===== config.mk =====
export PLATFORM = sky130hd
export DESIGN_NAME = rx_page_done_ctl
export DESIGN_NICKNAME = d
export VERILOG_FILES = /design/src/rtl/rxpg_pkg.sv /design/src/rtl/rxpg_rst_sync.sv /design/src/rtl/rxpg_done_eval.sv /design/src/rtl/rxpg_page_seq.sv /design/src/rtl/rxpg_start_flags.sv /design/src/rtl/rx_page_done_ctl.sv
export SDC_FILE = /design/constraint.sdc
export NUM_CORES = 1
export LEC_CHECK = 0
export BUFFER_PORTS_ARGS = -buffer_cell sky130_fd_sc_hd__buf_4
export CAP_MARGIN = 20
export CORE_ASPECT_RATIO = 1.25
export CORE_MARGIN = 2
export CORE_UTILIZATION = 51
export DETAILED_ROUTE_END_ITERATION = 7
export PLACE_DENSITY = 0.81
export SETUP_SLACK_MARGIN = 0.4
export SYNTH_ARGS = -nofsm -noshare
export SYNTH_HDL_FRONTEND = slang
export SYNTH_SLANG_ARGS = --single-unit

===== constraint.sdc =====
create_clock -name clk -period 1 [get_ports clk]
set_clock_uncertainty 0.15 [all_clocks]
set_input_delay 0.05 -clock clk [delete_from_list [all_inputs] [get_ports clk]]
set_output_delay 0.05 -clock clk [all_outputs]
set_load 0.02 [all_outputs]

===== src/rtl/rxpg_pkg.sv =====
package rxpg_pkg;

  typedef enum logic {
    MODE_SINGLE = 1'b0,
    MODE_MULTI  = 1'b1
  } pg_mode_e;

  localparam int unsigned NUM_PAGES = 2;

endpackage


===== src/rtl/rxpg_rst_sync.sv =====
module rxpg_rst_sync #(
  parameter int STAGES = 2
) (
  input  logic clk,
  input  logic arst_n,
  output logic srst_n
);

  logic [STAGES-1:0] sync_q;

  always_ff @(posedge clk or negedge arst_n) begin
    if (!arst_n) sync_q <= '0;
    else         sync_q <= {sync_q[STAGES-2:0], 1'b1};
  end

  assign srst_n = sync_q[STAGES-1];

endmodule


===== src/rtl/rxpg_done_eval.sv =====
module rxpg_done_eval import rxpg_pkg::*; #(
  parameter int DEPTH_W = 12
) (
  input  logic [DEPTH_W-1:0] offset,
  input  logic [DEPTH_W-1:0] depth,
  input  logic               last,
  input  pg_mode_e           mode,
  output logic               page_end
);

  localparam logic [DEPTH_W-1:0] ONE = DEPTH_W'(1);

  logic full;
  logic short_end;

  always_comb begin
    full      = (offset == depth);
    // one slot left: too small for a new packet's length header
    short_end = (depth != '0) && (offset == (depth - ONE));
    unique case (mode)
      MODE_SINGLE: page_end = full | last;
      MODE_MULTI:  page_end = full | (last & short_end);
      default:     page_end = full;
    endcase
  end

endmodule


===== src/rtl/rxpg_page_seq.sv =====
module rxpg_page_seq #(
  parameter int DEPTH_W = 12
) (
  input  logic               clk,
  input  logic               rst_n,
  input  logic               ready_cur,
  input  logic               accept,
  input  logic               page_end,
  output logic               cur_page,
  output logic               page_open,
  output logic               open_evt,
  output logic [DEPTH_W-1:0] offset,
  output logic               done_pulse,
  output logic               done_page
);

  localparam logic [DEPTH_W-1:0] STEP = DEPTH_W'(1);

  logic               page_n, open_n, dp_n, dpg_n;
  logic [DEPTH_W-1:0] off_n;
  logic               state_en;

  assign open_evt = !page_open && ready_cur;
  assign state_en = open_evt || accept || done_pulse;

  always_comb begin
    page_n = cur_page;
    open_n = page_open;
    off_n  = offset;
    dp_n   = 1'b0;
    dpg_n  = done_page;
    if (open_evt) begin
      open_n = 1'b1;
      off_n  = '0;
    end else if (accept) begin
      if (page_end) begin
        dp_n   = 1'b1;
        dpg_n  = cur_page;
        page_n = ~cur_page;
        open_n = 1'b0;
      end else begin
        off_n = offset + STEP;
      end
    end
  end

  always_ff @(posedge clk or negedge rst_n) begin
    if (!rst_n) begin
      cur_page   <= 1'b0;
      page_open  <= 1'b0;
      offset     <= '0;
      done_pulse <= 1'b0;
      done_page  <= 1'b0;
    end else if (state_en) begin
      cur_page   <= page_n;
      page_open  <= open_n;
      offset     <= off_n;
      done_pulse <= dp_n;
      done_page  <= dpg_n;
    end
  end

  p_done_one_cycle_r10: assert property (@(posedge clk) disable iff (!rst_n)
    done_pulse |=> !done_pulse);

  p_done_flips_page_r9: assert property (@(posedge clk) disable iff (!rst_n)
    done_pulse |-> (cur_page != done_page) && !page_open);

  p_open_from_zero_r2: assert property (@(posedge clk) disable iff (!rst_n)
    $rose(page_open) |-> (offset == '0));

  p_offset_step_r2: assert property (@(posedge clk) disable iff (!rst_n)
    (accept && !page_end) |=> (offset == $past(offset) + STEP) && page_open);

endmodule


===== src/rtl/rxpg_start_flags.sv =====
module rxpg_start_flags import rxpg_pkg::*; #(
  parameter int DEPTH_W = 12
) (
  input  logic               clk,
  input  logic               rst_n,
  input  logic               open_evt,
  input  logic               cur_page,
  input  logic               accept,
  input  logic [DEPTH_W-1:0] offset,
  input  pg_mode_e           mode,
  input  logic               last,
  output logic [1:0]         flags
);

  logic [1:0] flags_n;
  logic       mid_q, mid_n;
  logic       flag_en;

  assign flag_en = open_evt || accept;

  always_comb begin
    flags_n = flags;
    mid_n   = mid_q;
    if (open_evt) flags_n[cur_page] = 1'b0;
    if (accept) begin
      mid_n = !last;
      if ((offset == '0) && (mode == MODE_SINGLE)) flags_n[cur_page] = !mid_q;
    end
  end

  always_ff @(posedge clk or negedge rst_n) begin
    if (!rst_n) begin
      flags <= '0;
      mid_q <= 1'b0;
    end else if (flag_en) begin
      flags <= flags_n;
      mid_q <= mid_n;
    end
  end

  p_multi_clear_pg0_r7: assert property (@(posedge clk) disable iff (!rst_n)
    (accept && (mode == MODE_MULTI) && (offset == '0) && !cur_page) |=> !flags[0]);

  p_multi_clear_pg1_r7: assert property (@(posedge clk) disable iff (!rst_n)
    (accept && (mode == MODE_MULTI) && (offset == '0) && cur_page) |=> !flags[1]);

  p_open_clears_r6: assert property (@(posedge clk) disable iff (!rst_n)
    (open_evt && !accept) |=> !flags[$past(cur_page)]);

endmodule


===== src/rtl/rx_page_done_ctl.sv =====
module rx_page_done_ctl import rxpg_pkg::*; #(
  parameter int DEPTH_W = 12,
  parameter int DATA_W  = 8
) (
  input  logic               clk,
  input  logic               rst_n,
  input  logic               in_valid,
  input  logic [DATA_W-1:0]  in_data,
  input  logic               in_last,
  output logic               in_ready,
  input  logic               multi_mode,
  input  logic [DEPTH_W-1:0] depth0,
  input  logic [DEPTH_W-1:0] depth1,
  input  logic [1:0]         pg_ready,
  output logic               wr_en,
  output logic               wr_page,
  output logic [DEPTH_W-1:0] wr_offset,
  output logic [DATA_W-1:0]  wr_data,
  output logic               done_pulse,
  output logic               done_page,
  output logic [1:0]         pkt_start,
  output logic               switch_req
);

  logic               srst_n;
  logic               cur_page, page_open, open_evt, accept, page_end;
  logic [DEPTH_W-1:0] offset, cur_depth;
  pg_mode_e           mode;

  rxpg_rst_sync #(.STAGES(2)) u_rst (
    .clk    (clk),
    .arst_n (rst_n),
    .srst_n (srst_n)
  );

  assign mode      = multi_mode ? MODE_MULTI : MODE_SINGLE;
  assign cur_depth = cur_page ? depth1 : depth0;
  assign accept    = in_valid && page_open;

  rxpg_done_eval #(.DEPTH_W(DEPTH_W)) u_eval (
    .offset   (offset),
    .depth    (cur_depth),
    .last     (in_last),
    .mode     (mode),
    .page_end (page_end)
  );

  rxpg_page_seq #(.DEPTH_W(DEPTH_W)) u_seq (
    .clk        (clk),
    .rst_n      (srst_n),
    .ready_cur  (pg_ready[cur_page]),
    .accept     (accept),
    .page_end   (page_end),
    .cur_page   (cur_page),
    .page_open  (page_open),
    .open_evt   (open_evt),
    .offset     (offset),
    .done_pulse (done_pulse),
    .done_page  (done_page)
  );

  rxpg_start_flags #(.DEPTH_W(DEPTH_W)) u_flags (
    .clk      (clk),
    .rst_n    (srst_n),
    .open_evt (open_evt),
    .cur_page (cur_page),
    .accept   (accept),
    .offset   (offset),
    .mode     (mode),
    .last     (in_last),
    .flags    (pkt_start)
  );

  assign in_ready   = page_open;
  assign switch_req = !page_open;
  assign wr_en      = accept;
  assign wr_page    = cur_page;
  assign wr_offset  = offset;
  assign wr_data    = in_data;

  p_stall_holds_r8: assert property (@(posedge clk) disable iff (!srst_n)
    (switch_req && !pg_ready[cur_page]) |=> $stable(cur_page) && !wr_en);

endmodule


==> impl_metrics.yaml <==
synth:
  synth_common_cells: "21 x dfrtp_1, 20 x nand2_1, 18 x mux2i_1"
  synthDistinctLibCells: 54
  yosysWarnings: 0
  yosysSeqAreaShare: 0.2727
  yosysMostFrequentCell: "dfrtp_1"
  synthesis.area_sq_um: 1927
  synth.area.top_cells: "dfrtp_1 27%, mux2i_1 9.4%, xnor2_1 6.4%"
  syn_avg_cell_area_sq_um: 9.089
  synth-edff-count: 0
  synth_top_cell_by_area: "dfrtp_1"
  synth_fp_nets: 254
  synthCells: 212
  async_reset_ff_frac: 1.000
  synth_top_cell_area_share: 0.2727
  synth_ff_type: "dfrtp_1"
  ys_seq_elements: 21
global_routing:
  overflow: 0
  grt_first_pass_wirelength_mm: 11.61
  grt_pass1_vias: 2351
  antenna_found_initial: 0
  grt_use_total: 0.3586
  grt_start_max_net_pins: 17
pwr:
  p_leak_nw: 1.534
  sequentialPowerShare: 0.163
  p_sw_mw: 3.420
  peakVddDrop_mv: 1.337
  clkPwrFrac: 0.076
  power_density_nw_per_um2: 2184
  swShare: 0.4454
  power.internal_mw: 4.258
  combPwrFrac: 0.761
setup_path:
  critPathKind: "register to register"
  cp_max_fo: 10
  cp-end-kind: "register"
  worst_r2r_endpoint: "u_seq.offset[4]"
  cpMaxStageDelayCell: "xnor2_1"
  worstRegToRegCells: 10
  path_common_cell: "mux2i_1"
  crit_arrival_ns: 3.45
  crit_start: "u_seq.cur_page"
  required_ns: 1.03
  path_buf_inv: 2
  r2r_setup_slack_ns: -2.42
  max_stage_delay_ns: 0.65
  start_kind: "register"
  crit_family: "compound AO/OA/AOI/OAI gates"
  crit_chain: "buf_6 > buf_8 > mux2i_1 > xnor2_1 > nor3_1 > a211oi_2 > nand4_1 > o2111a_2 > o2111ai_2 > mux2i_1"
  worstReg2RegStart: "u_seq.cur_page"
finish:
  layout.area.seq_sq_um: 549.3
  post-route-util: 0.9525
  area_delta_synth_final_pct: 82.47
  final_cell_area_sq_um: 3516
  nets: 373
  fillers: 92
  n_antenna_cell: 0
  multi_input_area_sq_um: 1607
  drive_gt1_frac: 0.6424
hold_path:
  min_to: "u_flags.mid_q"
  min_path_cells: 2
  min_from: "in_last"
  hold_class: "input pin to register"
drt:
  routedWlPerCell_um: 27.72
  num_vias: 2611
  drt-vias-per-instance: 7.057
  drtIter0Drc: 336
  drt-total-wl_mm: 10.26
  drt_pass1_iterations: 8
  drc: 8
  ant_nets: 0
cts:
  cts_tree: "built"
  clock_path_buffers: 2
  cts_root_buf: "clkbuf_8"
  clk_latency_ns: 0.27
  path_clk_slew_ns: 0.09
  htreeDepth: 1
  holdBufCountCts: 1
  numCtsBuffers: 3
  clock_sink_count: 21
floorplanning:
  start_util: 0.5220
  coreArea_sq_um: 3691
  ios: 67
  placementRows: 25
  die_h_um: 72.72
  die-area_sq_um: 4289
  die_x_um: 58.98
placed_design:
  io_buffers: 50
  placed_area_sq_um: 2723
  gp_congestion: 0.8903
  post-dp-hpwl_mm: 4.452
timing:
  worstMarginPinSlew_ns: 0.7903
  period_share: 3.421
  slew_headroom: 0.4694
  slew_viol_final: 0
  hold_violations: 11
  fin_crit_ns: 3.421
  finalWorstSetupSlack_ns: -2.421
  rsz0062_at_grt: "yes"
  hold_ws_ns: -0.2020
  setup-violations-final: 38
  max_freq_ghz: 0.2923
flow_run:
  maxCapViolCount: 0
status:
  violations: "design-rule violations, negative hold slack, negative setup slack"
  status: "finished with violations"
[logic make-up after synthesis]
kind of cell / Yosys count / share of synthesized area
AOI/OAI and AO/OA: 49 / 0.1942
muxes: 21 / 0.1182
buffers and inverters: 25 / 0.08182
other: 1 / 0.001946
DFF: 21 / 0.2727
adders and majority gates: 3 / 0.01948
and+or+nand+nor: 74 / 0.2260
xor gates and xnor gates: 18 / 0.08572
[stage by stage]
stage | total power [mW] | hold WS (ns) | instances | worst slack (ns) | setup TNS [ns]
after floorplan | 3.448 | -0.3956 | 212 | -2.062 | -32.45
after global placement | 4.600 | -0.3180 | 343 | -1.821 | -29.51
after detailed placement | 4.684 | -0.3166 | 343 | -1.943 | -31.23
after CTS | 6.006 | -0.1931 | 357 | -1.792 | -31.69
after global routing | 7.830 | -0.2036 | 370 | -2.405 | -42.41
final | 7.679 | -0.2020 | 370 | -2.421 | -41.94
[layout by cell type (no fill, tap or decap), types with 6 or more instances in the layout]
cell,n
a21oi_1,7
a21oi_2,6
buf_4,75
buf_6,48
dfrtp_2,16
mux2i_1,14
nand2_1,16
nand4_1,8
nor2_1,7
xnor2_1,6
xnor2_2,6
[per-layer routing]
| layer | wire length (um) | track usage |
|---|---|---|
| met5 | 0 | 0 |
| met4 | 814 | 0.1818 |
| met3 | 1126 | 0.04433 |
| met2 | 4785 | 0.6272 |
| met1 | 3531 | 0.4228 |
[what timing repair did]
action / CTS / global route
gates resized for setup: 71 / 43
cloned: 1 / 0
pin swaps: 27 / 15
endpoints found under the hold margin: 11 / 11
endpoints found under the setup margin: 59 / 40
buffers inserted: 8 / 13
[power by group through the flow]
| stage | combinational, mW | clock (mW) | sequential, mW |
|---|---|---|---|
| finish | 5.85 | 0.582 | 1.25 |
| global route | 5.95 | 0.621 | 1.25 |
| CTS | 4.21 | 0.581 | 1.22 |
| detailed placement | 3.42 | 0 | 1.26 |
| global placement | 3.34 | 0 | 1.26 |
| floorplan | 2.02 | 0 | 1.43 |
[final cells by class]
type | count | area share
Timing Repair Buffer | 131 | 0.3480
Clock buffer | 3 | 0.01174
Clock inverter | 1 | 0.001423
Inverter | 8 | 0.01139
Multi-Input combinational cell | 166 | 0.4569
Tap cell | 40 | 0.01423
Sequential cell | 21 | 0.1562
[state kept, by name, summed over array words and instances (netlist names), named ones only]
register,count
u_seq.offset,12
u_rst.sync_q,2
u_flags.mid_q,1
u_seq.cur_page,1
u_seq.done_page,1
u_seq.done_pulse,1
u_seq.page_open,1
[how the worst max path moves through the flow]
| stage | endpoint | cells past startpoint |
|---|---|---|
| floorplan | u_seq.offset[10] | 12 |
| global placement | u_seq.offset[10] | 9 |
| detailed placement | u_seq.offset[10] | 9 |
| CTS | u_seq.offset[10] | 9 |
| global route | u_seq.offset[5] | 10 |
| finish | u_seq.offset[4] | 10 |
[worst register-to-register path, delay by kind of cell, from the launching register on]
kind / cells / cell delay, ns
AO/OA/AOI/OAI: 3 / 0.95
flip-flops: 1 / 0.46
AND/OR/NAND/NOR: 2 / 0.42
multiplexers: 2 / 0.42
buffers and inverters: 2 / 0.28
XOR/XNOR: 1 / 0.65
No activity file was read; power rests on OpenSTA's default activity.
